**config.mk**
```make
export PLATFORM = sky130hd
export DESIGN_NAME = burst_end_predictor
export DESIGN_NICKNAME = d
export VERILOG_FILES = /design/src/rtl/bep_pkg.sv /design/src/rtl/bep_limit_dec.sv /design/src/rtl/bep_beat_qual.sv /design/src/rtl/bep_beat_cnt.sv /design/src/rtl/burst_end_predictor.sv
export SDC_FILE = /design/constraint.sdc
export NUM_CORES = 1
export LEC_CHECK = 0
export CORE_AREA = 2 2 39 41
export CTS_BUF_LIST = sky130_fd_sc_hd__clkbuf_4 sky130_fd_sc_hd__clkbuf_8
export DETAILED_ROUTE_END_ITERATION = 8
export DIE_AREA = 0 0 41 43
export PLACE_DENSITY = 0.75
export SLEW_MARGIN = 0
export SYNTH_ARGS = -nofsm -noshare
export SYNTH_HDL_FRONTEND = slang
export SYNTH_SLANG_ARGS = --single-unit
export TNS_END_PERCENT = 30
```
**constraint.sdc**
```tcl
create_clock -name clk -period 2.9 [get_ports clk]
set_input_delay 0.58 -clock clk [delete_from_list [all_inputs] [get_ports clk]]
set_output_delay 0.58 -clock clk [all_outputs]
set_load 0.02 [all_outputs]
```
**src/rtl/bep_pkg.sv**
```systemverilog
package bep_pkg;
  localparam int MODE_W = 3;
  localparam int NUM_MODES = 1 << MODE_W;
  localparam int MAX_LOG = NUM_MODES - 1;
  localparam int CNT_W = MAX_LOG + 1;

  typedef enum logic [1:0] {
    TR_IDLE  = 2'b00,
    TR_PAUSE = 2'b01,
    TR_NSEQ  = 2'b10,
    TR_SEQ   = 2'b11
  } xfer_e;
endpackage

```
**src/rtl/bep_limit_dec.sv**
```systemverilog
module bep_limit_dec
  import bep_pkg::*;
#(
  parameter int MW = MODE_W,
  parameter int CW = CNT_W
) (
  input  logic [MW-1:0] code,
  output logic [CW-1:0] limit
);
  localparam int N = 1 << MW;
  logic [CW-1:0] tbl [N];

  // code 0: no boundary, code 1: every beat, code k>=2: 2**k beats
  for (genvar g = 0; g < N; g++) begin : g_tbl
    if (g == 0) begin : g_off
      assign tbl[g] = '0;
    end else if (g == 1) begin : g_one
      assign tbl[g] = CW'(1);
    end else begin : g_pow
      assign tbl[g] = CW'(1) << g;
    end
  end

  assign limit = tbl[code];
endmodule

```
**src/rtl/bep_beat_qual.sv**
```systemverilog
module bep_beat_qual
  import bep_pkg::*;
(
  input  logic [1:0] xfer_type,
  input  logic       undef_incr,
  input  logic       beat_ready,
  output logic       accept,
  output logic       start,
  output logic       clear
);
  logic offered;

  always_comb begin
    offered = (xfer_type == TR_NSEQ) || (xfer_type == TR_SEQ);
    accept  = offered && beat_ready && undef_incr;
    start   = xfer_type == TR_NSEQ;
    clear   = (xfer_type == TR_IDLE) || (offered && beat_ready && !undef_incr);
  end
endmodule

```
**src/rtl/bep_beat_cnt.sv**
```systemverilog
module bep_beat_cnt #(
  parameter int CW = 8
) (
  input  logic          clk,
  input  logic          rst_n,
  input  logic          accept,
  input  logic          start,
  input  logic          clear,
  input  logic [CW-1:0] limit,
  output logic          hit,
  output logic [CW-1:0] cnt
);
  logic [CW-1:0] nxt;

  always_comb begin
    nxt = start ? CW'(1) : cnt + CW'(1);
    hit = accept && (limit != '0) && (nxt >= limit);
  end

  always_ff @(posedge clk or negedge rst_n) begin
    if (!rst_n)      cnt <= '0;
    else if (clear)  cnt <= '0;
    else if (accept) cnt <= hit ? '0 : nxt;
  end
endmodule

```
**src/rtl/burst_end_predictor.sv**
```systemverilog
module burst_end_predictor
  import bep_pkg::*;
(
  input  logic              clk,
  input  logic              rst_n,
  input  logic [MODE_W-1:0] win_code,
  input  logic [1:0]        xfer_type,
  input  logic              undef_incr,
  input  logic              beat_ready,
  output logic              pred_end
);
  logic             accept, start, clear;
  logic [CNT_W-1:0] limit;
  logic [CNT_W-1:0] beat_cnt;

  bep_limit_dec #(.MW(MODE_W), .CW(CNT_W)) u_dec (
    .code  (win_code),
    .limit (limit)
  );

  bep_beat_qual u_qual (
    .xfer_type  (xfer_type),
    .undef_incr (undef_incr),
    .beat_ready (beat_ready),
    .accept     (accept),
    .start      (start),
    .clear      (clear)
  );

  bep_beat_cnt #(.CW(CNT_W)) u_cnt (
    .clk    (clk),
    .rst_n  (rst_n),
    .accept (accept),
    .start  (start),
    .clear  (clear),
    .limit  (limit),
    .hit    (pred_end),
    .cnt    (beat_cnt)
  );
endmodule

```
Word-level counts from Yosys, hierarchy flattened --
Memory sizes are Yosys's and may differ from the RTL's. Cells that the tools add are included.
Operators by class: magnitude comparators 2, $add $sub $neg 1, reductions and logical operators 11, muxes and demuxes 6, equality and inequality tests 2, bitwise gates (word level) 1
Operators with widths (number):
- $mux 8 | 6
- $add 8x1->8 const B | 1
- $ge 8x8->1 | 1
- $reduce_bool 8->1 | 1
- $logic_and 1x1->1 | 5
- $eq 2x2->1 const B | 2
- $ge 4x4->1 const B | 1
- $not 3->4 | 1
- $logic_not 2->1 | 1
- $logic_or 1x1->1 | 2
- $reduce_bool 2->1 | 1
- $logic_not 1->1 | 1
Storage, ports and cells: memories kept 1, input bits 9, bits in read-only memories 64, output and inout bits 1, flip-flop bits (word level) 8
Memories:
- (no name shown) | depth 8, bits a word 8, read ports 1, clocked after Yosys merged registers in 0, write ports 0, line bep_limit_dec.sv:24 | assign limit = tbl[code];

Logic depth before layout (Yosys ltp) --
Gate-level depths: netlist (run 1).
depth in word-level cells 10, depth in mapped cells 9

Cells and area by module --
A second synthesis (run 1) with hierarchy kept.
Unflattened totals: cells, all modules 102, area total of the unflattened synthesis 850.8 um^2
Modules (own cells, without submodules):
- bep_beat_cnt | cells each 89, sequential area each 200.2 um^2, instances 1, area an instance 757.0 um^2
- bep_limit_dec | cells each 9, sequential area each 0.0 um^2, instances 1, area an instance 71.3 um^2
- bep_beat_qual | cells each 4, sequential area each 0.0 um^2, instances 1, area an instance 22.5 um^2

Least setup slack after synthesis (run 1) --
OpenSTA, ideal clock, no wires.
kind input port to output port, start point in xfer_type[1], end point out pred_end, data required time 2.320 ns, slack 0.255 ns, path buffers 0, cell stages on the path 7, data arrival time 2.065 ns, cell sequence nor2b_1 nor2_1 ha_1 or3b_1 a221o_1 a22oi_1 nor2_1
Between the ends: cells in the longest elaborated chain, start to end 6
Ends and longest elaborated chain:
- start: declaration | line burst_end_predictor.sv:7 | input logic [1:0] xfer_type,
- branches (longest 5 deep; another with $ge 8x8->1)
- $logic_and 1x1->1 * | line bep_beat_cnt.sv:17 | hit = accept && (limit != '0) && (nxt >= limit);
- end: declaration | line burst_end_predictor.sv:10 | output logic pred_end
Mark *: on every way between the ends.

Worst setup path in the final report (run 1) --
start point reg u_cnt.cnt[1], end point out pred_end
Between the ends: cells in the longest elaborated chain, start to end 4
Ends and longest elaborated chain:
- start: declaration | line bep_beat_cnt.sv:11 | output logic [CW-1:0] cnt
- start signal: assignment | line bep_beat_cnt.sv:23 | else if (accept) cnt <= hit ? '0 : nxt;
- $add 8x1->8 | line bep_beat_cnt.sv:16 | nxt = start ? CW'(1) : cnt + CW'(1);
- $mux 8 | line bep_beat_cnt.sv:16
- $ge 8x8->1 | line bep_beat_cnt.sv:17
- $logic_and 1x1->1 | line bep_beat_cnt.sv:17
Every way passes these cells.

==> impl_metrics.json, run 1 <==
{
  "skew_ps": 4.03,
  "gp_congestion": 0.838,
  "cp.required_ps": 2320,
  "status": "finished with violations",
  "die_y_um": 43,
  "cts_tree": "yes",
  "post-synth-top-area-fraction": 0.288,
  "finalHoldViolCount": 0,
  "die_area_um2": 1760,
  "syn_to_final_growth_pct": 67.6,
  "busiest_layer": "met2",
  "synth_cells": 73,
  "numPortBuffers": 9,
  "synth.cell_area_um2": 696,
  "ys_ff_latch": 8,
  "start_util": 0.503,
  "path_cells": "ha_2 > nand2_1 > or3_1 > a21oi_2 > ha_4 > a41oi_2 > o21ai_2 > a22oi_2 > nor2_1 > buf_4",
  "h-tree-depth": 1,
  "p_leak_uw": 0.000521,
  "synth_edf_count": 0,
  "clock-sinks": 8,
  "ctsRootBufferMaster": "clkbuf_4",
  "cp_data_arrival_time_ps": 2450,
  "hpwl_um": 1380,
  "cts_made_buffers": 3,
  "netSwitchingPower_uw": 94.0,
  "ys.flop_type": "dfrtp_1",
  "dr_total_vias": 778,
  "clockBufferDepth": 2,
  "multi_input_area_um2": 607,
  "pwr-share-seq": 0.388,
  "switching_share": 0.314,
  "crit_fanout": 3,
  "met1_usage": 0.343,
  "critPathMaxStageDelay_ps": 430,
  "yosys_warnings": 0,
  "setup_viol": 1,
  "fmax_mhz": 330,
  "synth-seq-area-share": 0.288,
  "period_minus_slack_ps": 3030,
  "grt_pass1_vias": 743,
  "tightest_slew_ps": 667,
  "wl_per_cell_um": 18.0,
  "pin_count": 10,
  "avgSynthCellArea_um2": 9.53,
  "firstDrtPassIters": 4,
  "reg.largest.list": "u_cnt.cnt (8)",
  "violations": "negative setup slack",
  "drc": 0,
  "setup_tns_ps": -133,
  "slew_headroom": 0.555,
  "ir_drop_uv": 247,
  "drive_gt1_frac": 0.522,
  "largest_reg_flops": 8,
  "ant_nets": 0,
  "synth_area_leaders": "dfrtp_1, ha_1, a22o_1, a221oi_4, a21oi_1",
  "grt_setup_unrepaired": "true",
  "period_share": 1.05,
  "async_reset_ff_frac": 1.00,
  "nFillCells": 74,
  "rows": 14,
  "min_path_type": "flop to flop",
  "synth_nets": 90,
  "drt-total-wl_um": 2330,
  "power_density_nw_per_um2": 257,
  "worstSetupPathType": "flop to primary output",
  "overflow": 0,
  "grt_max_degree": 9,
  "final_nets": 132,
  "die_w_um": 41,
  "antenna_found_initial": 0,
  "grt.total_usage": 0.291,
  "drv_slew": 0,
  "maxCapViolations": 0,
  "startpoint_type": "flop",
  "core_area_um2": 1380,
  "clockPowerShare": 0.346,
  "synth_top_area_cell": "dfrtp_1",
  "largest_register": "u_cnt.cnt",
  "fin_util": 0.843,
  "p_comb_frac": 0.267,
  "ff_latch_area_um2": 200,
  "clock_latency_ps": 290,
  "diodes": 0,
  "setup_ws_ps": -133,
  "grt_pass1_wl_um": 3350,
  "critPathCaptureType": "primary output",
  "grtUsageMet2": 0.422,
  "initialDrtViolationCount": 17,
  "yosys-top-cells-count": "dfrtp_1, ha_1, a22o_1",
  "cp_slowest_cell": "dfrtp_1",
  "use_met3": 0.110,
  "yosysUniqueCellTypes": 29,
  "p_int_uw": 205,
  "clk_pin_slew_ps": 70,
  "viasPerCell": 6.03
}
[final timing paths]
check / from / to / slack, ps / depth (start not counted)
worst max-delay path: u_cnt.cnt[1] / pred_end / -130 / 10
worst min-delay path: u_cnt.cnt[6] / u_cnt.cnt[6] / 570 / 1
worst max register to register: u_cnt.cnt[1] / u_cnt.cnt[1] / 300 / 11
worst min register to register: u_cnt.cnt[6] / u_cnt.cnt[6] / 570 / 1
max in group asynchronous: rst_n / u_cnt.cnt[6] / 2050 / 1
min in group asynchronous: rst_n / u_cnt.cnt[3] / 580 / 1
[per-stage QoR]
step                area [um^2]  cells  hold WS (ps)  setup slack, ps  power (uW)
global route               1170    129           580             -182         307
CTS                        1110    128           554            -18.8         284
floorplan                   696     73           284              255         146
finish                     1170    129           566             -133         299
global placement           1010    123           514             -705         187
detailed placement         1010    123           525             -736         188
[critical path: cells and delay by family (launching register included)]
| kind | cells | cell delay (ps) |
|---|---|---|
| flops | 1 | 430 |
| simple gates | 3 | 460 |
| fa+ha+maj | 2 | 470 |
| buf+inv | 1 | 160 |
| compound gates | 4 | 650 |
[layout make-up]
class | count | area share
inverters | 2 | 0.00644
repair buffers | 37 | 0.265
clock buffers | 3 | 0.0193
flip-flops and latches | 8 | 0.172
well taps | 16 | 0.0172
multi-input cells | 63 | 0.520
[what timing repair did]
action | 4_1_cts | 5_1_grt
endpoints found under the setup margin | 1 | 1
pin swaps | 7 | 6
buffers inserted | 2 | 1
gates cloned | 0 | 0
hold buffers | 0 | 0
resized for setup | 32 | 9
[power groups by stage]
| stage | combinational, uW | clock, uW | sequential, uW |
|---|---|---|---|
| after CTS | 74.5 | 94.2 | 115 |
| final | 79.8 | 103 | 116 |
| after detailed placement | 71.0 | 0 | 117 |
| after floorplan | 28.8 | 0 | 117 |
| after global placement | 69.6 | 0 | 117 |
| after global routing | 86.0 | 105 | 116 |
[layout by cell type, fill, tap and decap left out, types with 4 or more instances in the layout]
cell type,n
nor2_1,4
nand3_1,4
nand2_1,4
buf_4,27
dfrtp_1,8
ha_1,5
a22o_1,7
[per-layer routing]
metal,vias up,wire (um),share of wire
met4,0,110,0.047
met1,369,936,0.40
li1,368,-,-
met5,-,0,0
met3,11,102,0.044
met2,30,1180,0.51
[kinds of logic (layout without fill, tap and decap cells)]
group,count (synthesis),in the layout,synth area share
AO/OA/AOI/OAI,23,23,0.282
flip-flops,8,8,0.288
adder cells (fa/ha/maj),8,8,0.144
AND/OR/NAND/NOR,29,29,0.237
buffers and inverters,2,42,0.0108
XOR/XNOR,3,3,0.0378
Power figures use the tool's default switching activity.
==> inputs of run 2 (changes only) <==
Settings changed: CORE_AREA 2 2 39 41 to unset, CORE_UTILIZATION set to 57, DIE_AREA 0 0 41 43 to unset, PLACE_DENSITY 0.75 to 0.79, SYNTH_HIERARCHICAL set to 1.
==> run 2 against run 1 <==
- the flow now stops in 5_1_grt
- synthesized area increased by 22%
- synthesized cell count increased by 40%
==> impl_metrics.json, run 2 <==
{
  "status": "aborted with a tool error",
  "failed_stage": "5_1_grt",
  "firstError": "[ERROR GRT-0232] Routing congestion too high. Check the congestion heatmap in the GUI.",
  "die_y_um": 40.6,
  "synth_edf_count": 0,
  "synth.cell_area_um2": 851,
  "synth-seq-area-share": 0.235,
  "worst_endpoint_kind": "primary output",
  "synth_area_leaders": "dfrtp_1, ha_1, nand2_1, inv_1, and3b_2",
  "pin_count": 10,
  "yosysMostFrequentCell": "nand2_1",
  "ys.flop_type": "dfrtp_1",
  "numPortBuffers": 9,
  "rows": 13,
  "cts_made_buffers": 3,
  "overflow": 14,
  "ctsRootBufferMaster": "clkbuf_4",
  "async_reset_ff_frac": 1.00,
  "start_util": 0.630,
  "synth_nets": 120,
  "avgSynthCellArea_um2": 8.34,
  "hpwl_um": 1590,
  "placed_cell_area_um2": 1100,
  "grt_max_degree": 9,
  "clock-sinks": 8,
  "post-synth-top-area-fraction": 0.235,
  "clockBufferDepth": 2,
  "h-tree-depth": 1,
  "die_w_um": 40.6,
  "worstEndpointGrtRepair": "pred_end",
  "yosys-top-cells-count": "nand2_1, ha_1, inv_1",
  "yosysUniqueCellTypes": 37,
  "ys_ff_latch": 8,
  "gp_congestion": 0.801,
  "grt.total_usage": 0.753,
  "synth_cells": 102,
  "synth_top_area_cell": "dfrtp_1",
  "yosys_warnings": 6
}
-- run 2: cell types whose count changed after synthesis, sizes merged, moves of 4 or more --
| cell | before | now |
|---|---|---|
| a22o | 7 | 0 |
| inv | 2 | 9 |
| nand2 | 4 | 10 |
| a21oi | 5 | 1 |
| o31ai | 0 | 4 |
-- run 2: cell families after synthesis --
logic type / count (synthesis) / synth area share
adders and majority gates: 9 / 0.132
xor gates and xnor gates: 3 / 0.0309
AOI/OAI and AO/OA: 24 / 0.228
and+or+nand+nor: 46 / 0.316
other: 1 / 0.00441
DFF: 8 / 0.235
buffers and inverters: 11 / 0.0529
-- run 2: per-layer routing --
metal / overflow / global-route usage
met5: 0 / 0.167
met4: 9 / 0.858
met3: 0 / 0.500
met2: 5 / 0.948
met1: 0 / 0.750
-- run 2: what timing repair did --
item / in CTS
gates resized for setup: 25
hold buffers: 0
pin swaps: 6
cloned: 0
endpoints found under the setup margin: 1
buffers inserted: 3
-- run 2: through the flow --
| step | setup WS, ps | instances | hold slack, ps | util |
|---|---|---|---|---|
| 2_1_floorplan | 31.9 | 102 | 284 | - |
| 3_3_place_gp | -837 | 144 | 507 | 0.816 |
| 3_5_place_dp | -879 | 144 | 524 | 0.816 |
| 4_1_cts | 0.0862 | 150 | 556 | 0.892 |
==> inputs of run 3 (changes only) <==
Settings changed: CORE_AREA set to 2 2 63 65, CORE_UTILIZATION 57 to unset, CTS_BUF_LIST sky130_fd_sc_hd__clkbuf_4 sky130_fd_sc_hd__clkbuf_8 to unset, DIE_AREA set to 0 0 65 67, PLACE_DENSITY 0.79 to unset, PLACE_DENSITY_LB_ADDON set to 0.15.
==> run 3 against run 2 <==
- the run now ends clean
- synthesized area unchanged
- synthesized cell count unchanged
==> impl_metrics.json, run 3 <==
{
  "synth_edf_count": 0,
  "antenna_found_initial": 0,
  "status": "finished, final reports clean",
  "multi_input_area_um2": 739,
  "hpwl_um": 1710,
  "clock_latency_ps": 230,
  "crit_fanout": 4,
  "largest_register": "u_cnt/cnt",
  "yosysMostFrequentCell": "nand2_1",
  "synth_simple_gate_area_frac": 0.316,
  "synth_top_area_cell": "dfrtp_1",
  "ctsRootBufferMaster": "clkbuf_8",
  "synth_xor_area_frac": 0.0309,
  "grt_max_degree": 9,
  "die_y_um": 67,
  "syn_to_final_growth_pct": 57.9,
  "synth-seq-area-share": 0.235,
  "critPathMaxStageDelay_ps": 520,
  "ant_nets": 0,
  "gp_congestion": 0.745,
  "ys.flop_type": "dfrtp_1",
  "synth_nets": 120,
  "layout.cells.non_filler": 184,
  "cp.required_ps": 2320,
  "grt_pass1_wl_um": 3640,
  "wl_per_cell_um": 12.6,
  "post-place-cells": 176,
  "final_nets": 156,
  "cts_tree": "yes",
  "clock-sinks": 8,
  "synth_compound_area_frac": 0.228,
  "post-synth-top-area-fraction": 0.235,
  "period_minus_slack_ps": 2830,
  "startpoint_type": "input pin",
  "synth_cells": 102,
  "yosys_warnings": 6,
  "maxCapViolations": 0,
  "overflow": 0,
  "cpLargestDelayFamily": "simple AND/OR/NAND/NOR gates",
  "clockBufferDepth": 2,
  "rows": 22,
  "power_density_nw_per_um2": 256,
  "initialDrtViolationCount": 30,
  "ir_drop_uv": 130,
  "setup_viol": 0,
  "drc": 0,
  "largest_reg_flops": 8,
  "yosysUniqueCellTypes": 37,
  "synth_area_leaders": "dfrtp_1, ha_1, nand2_1, inv_1, and3b_2",
  "viasPerCell": 4.69,
  "ff_latch_area_um2": 200,
  "cp_data_arrival_time_ps": 2250,
  "skew_ps": 0.754,
  "nFillCells": 370,
  "setup_tns_ps": 0,
  "die_w_um": 65,
  "diodes": 0,
  "firstDrtPassIters": 2,
  "fmax_mhz": 353,
  "yosys-top-cells-count": "nand2_1, ha_1, inv_1",
  "cp.buffers_inverters": 3,
  "synthAdderAreaFrac": 0.132,
  "cts_hold_buf": 0,
  "reg.largest.list": "u_cnt/cnt (8)",
  "dr_total_vias": 863,
  "async_reset_ff_frac": 1.00,
  "worstSetupPathType": "input pin to primary output",
  "clk_pin_slew_ps": 40,
  "numPortBuffers": 9,
  "die_area_um2": 4360,
  "p_leak_uw": 0.000544,
  "path_cells": "clkdlybuf4s15_1 > buf_6 > and3b_2 > or4_4 > o21ai_4 > a31oi_2 > or2_4 > buf_6",
  "pin_count": 10,
  "finalHoldViolCount": 0,
  "grt.total_usage": 0.111,
  "mostFrequentLayoutCells": "buf_4, inv_1, nand2_1",
  "avgSynthCellArea_um2": 8.34,
  "core_area_um2": 3610,
  "min_path_type": "flop to flop",
  "drive_gt1_frac": 0.419,
  "cts_made_buffers": 3,
  "period_share": 0.976,
  "grt_pass1_vias": 814,
  "finalPower_uw": 344,
  "synth.cell_area_um2": 851,
  "synth_mux_area_frac": 0,
  "start_util": 0.236,
  "drv_slew": 0,
  "synth_top_family_by_area": "simple AND/OR/NAND/NOR gates",
  "ys_ff_latch": 8,
  "cp_slowest_cell": "or4_4",
  "layout_commonest_cell": "buf_4",
  "h-tree-depth": 1,
  "drt-total-wl_um": 2320,
  "cpMostUsedCell": "buf_6",
  "critPathCaptureType": "primary output"
}
==> run 3: timing repair <==
action,CTS,global route
pin swaps,6,13
resized for setup,23,18
setup endpoints to repair,1,1
buffers inserted,1,4
cloned,0,0
==> run 3: through the flow <==
stage	setup WS, ps	area (um^2)	hold WS (ps)	util
after floorplan	31.9	855	284	-
after global placement	-795	1130	501	0.315
after CTS	0.702	1240	536	0.344
after global routing	-18.0	1340	625	0.373
final	69.8	1340	588	0.373
after detailed placement	-840	1130	502	0.315
==> run 3: kinds of logic (layout without fill, tap and decap cells) <==
group           count (synthesis)  after routing
other cells                     1              1
simple gates                   46             46
xor+xnor                        3              3
fa+ha+maj                       9              9
compound gates                 24             24
flops                           8              8
buf+inv                        11             45
==> run 3: final cells by class <==
cell class                 count  area share
multi-input combinational     83       0.550
timing repair buffer          33       0.200
tap                           48      0.0447
inverter                       9      0.0251
clock buffer                   3      0.0307
sequential                     8       0.149
==> run 3: final timing paths <==
path / start / endpoint / slack, ps / depth (start not counted)
max in group asynchronous: rst_n / u_cnt/cnt[0] / 1990 / 1
max reg2reg: u_cnt/cnt[5] / u_cnt/cnt[0] / 650 / 9
max: win_code[1] / pred_end / 70 / 8
min in group asynchronous: rst_n / u_cnt/cnt[5] / 640 / 1
min reg2reg: u_cnt/cnt[7] / u_cnt/cnt[7] / 590 / 2
min: u_cnt/cnt[7] / u_cnt/cnt[7] / 590 / 2
==> run 3: power breakdown <==
part | leakage, uW | total [uW] | switching, uW | internal, uW
clock network | 0.0000216 | 136 | 45.5 | 90.1
logic | 0.000412 | 91.0 | 40.3 | 50.7
registers | 0.000111 | 117 | 2.95 | 114
total | 0.000544 | 344 | 88.7 | 255
==> run 3: routing by layer <==
metal  global-route usage  part of all wire  vias to the layer above
met5                    0                 0                        -
met4               0.0372             0.013                        0
met3               0.0389             0.035                        6
met2                0.184              0.50                       12
met1                0.132              0.45                      399
li1                     -                 -                      446
==> run 3: worst register-to-register path, stage by stage (launching register included) <==
cell     delay (ps)
dfrtp_1         380
nand2_1          90
buf_4           150
nor4_4          310
o21ba_4         210
ha_4            200
a21oi_2         140
a31oi_2         110
buf_4           180
o41ai_1         370
==> inputs of run 4 (changes only) <==
Settings changed: CORE_AREA 2 2 63 65 to 10 10 71 73, DIE_AREA 0 0 65 67 to 0 0 81 83.
==> run 4 against run 3 <==
- non-clock buffer count up 2
- die area up 54%
- count of clock-buffer cells in the layout unchanged
- register-to-register slack worse by 20 ps
- first-iteration DRC count up 37%
- combinational power up 2.9%
- critical path depth unchanged
- clock skew up 1.8 ps
- global-route usage down 4.8 points
- cell count up 1.1%
- via count up 3.2%
- total power down 0.76%
- critical endpoint unchanged
- highest routed layer unchanged
==> impl_metrics.json, run 4 (same netlist as run 3, synthesis figures left out) <==
{
  "period_minus_slack_ps": 2840,
  "ir_drop_uv": 145,
  "period_share": 0.981,
  "cts_hold_buf": 0,
  "crit_end": "pred_end",
  "cts_made_buffers": 3,
  "maxCapViolations": 0,
  "ctsRootBufferMaster": "clkbuf_8",
  "finalHoldViolCount": 0,
  "grt_pass1_vias": 825,
  "r2r_start": "u_cnt/cnt[0]",
  "min_path_type": "flop to flop",
  "firstDrtPassIters": 4,
  "gp_congestion": 0.755,
  "rows": 22,
  "grt.total_usage": 0.0626,
  "antenna_found_initial": 0,
  "startpoint_type": "input pin",
  "reg2reg_slack_ps": 630,
  "finalPower_uw": 341,
  "mostFrequentLayoutCells": "buf_4, nand2_1, inv_1",
  "drc": 0,
  "die_y_um": 83,
  "setup_ws_ps": 55.4,
  "cp.required_ps": 2320,
  "initialDrtViolationCount": 41,
  "h-tree-depth": 1,
  "syn_to_final_growth_pct": 61.8,
  "r2r_cells": 10,
  "cp-startpoint": "win_code[1]",
  "fmax_mhz": 352,
  "setup_viol": 0,
  "start_util": 0.234,
  "clockBufferDepth": 2,
  "die_area_um2": 6720,
  "largest_reg_flops": 8,
  "whs_path_depth": 2,
  "numPortBuffers": 9,
  "setup_tns_ps": 0,
  "clock_latency_ps": 220,
  "reg.largest.list": "u_cnt/cnt (8)",
  "wl_per_cell_um": 12.2,
  "critPathCaptureType": "primary output",
  "drv_slew": 0,
  "layout_commonest_cell": "buf_4",
  "fin_util": 0.379,
  "p_leak_uw": 0.000561,
  "largest_register": "u_cnt/cnt",
  "clock-sinks": 8,
  "die_w_um": 81,
  "overflow": 0,
  "hpwl_um": 1800,
  "ant_nets": 0,
  "worstSetupPathType": "input pin to primary output",
  "core_area_um2": 3630,
  "grt_pass1_wl_um": 3490,
  "skew_ps": 2.53,
  "cp_data_arrival_time_ps": 2260,
  "drive_gt1_frac": 0.464,
  "grt_max_degree": 9,
  "pin_count": 10,
  "final_nets": 158,
  "crit_fanout": 4,
  "cts_tree": "yes",
  "drt-total-wl_um": 2260,
  "diodes": 0,
  "viasPerCell": 4.79,
  "nFillCells": 403,
  "place_ws_ps": -878,
  "dr_total_vias": 891,
  "power_density_nw_per_um2": 248,
  "r2r_end": "u_cnt/cnt[1]",
  "whs_ps": 563,
  "clk_pin_slew_ps": 40,
  "status": "finished, final reports clean"
}
[run 4: cell types whose count changed in the layout (fill, tap and decap cells not counted), sizes merged]
cell           delta
clkdlybuf4s15     -1
buf               +3
[run 4: worst min-delay path by stage]
| stage | start | end |
|---|---|---|
| final | u_cnt/cnt[7] | u_cnt/cnt[7] |
| after floorplan | rst_n | u_cnt/cnt[0] |
| after global routing | u_cnt/cnt[7] | u_cnt/cnt[7] |
| after CTS | u_cnt/cnt[7] | u_cnt/cnt[7] |
| after detailed placement | u_cnt/cnt[7] | u_cnt/cnt[7] |
| after global placement | u_cnt/cnt[1] | u_cnt/cnt[1] |
[run 4: per-stage QoR]
step                cells  cell area [um^2]
CTS                   183              1250
detailed placement    180              1160
global placement      180              1160
global route          186              1380
finish                186              1380
floorplan             102               855
[run 4: repair_timing]
item / in CTS / in global routing
setup buffers: 0 / 3
resized for setup: 26 / 21
pin swaps: 6 / 8
gates cloned: 0 / 0
setup endpoints to repair: 1 / 1
[run 4: per-layer routing]
layer | track usage | vias to the layer above | part of all wire
met2 | 0.105 | 13 | 0.51
met5 | 0 | - | 0
met3 | 0.0205 | 4 | 0.037
met1 | 0.0741 | 427 | 0.44
met4 | 0.0141 | 0 | 0.012
li1 | - | 447 | -
[run 4: worst max-delay path, cell delays in order]
cell	delay, ps
clkdlybuf4s15_1	220
buf_6	120
and3b_2	200
or4_4	520
o21ai_4	170
a311oi_2	70
or2_4	240
buf_6	130
[run 4: layout make-up]
type	count	area, um^2	share of cell area
Timing Repair Buffer	35	277	0.201
Sequential cell	8	201	0.146
Inverter	9	33.8	0.0245
Clock buffer	3	41.3	0.0300
Tap cell	48	60.1	0.0436
Multi-Input combinational cell	83	763	0.555
[run 4: report_power, final]
group	total [uW]	internal [uW]	switching [uW]
Clock	130	89.7	40.8
Sequential	117	114	2.69
Combinational	93.6	52.7	40.8
Total	341	257	84.4
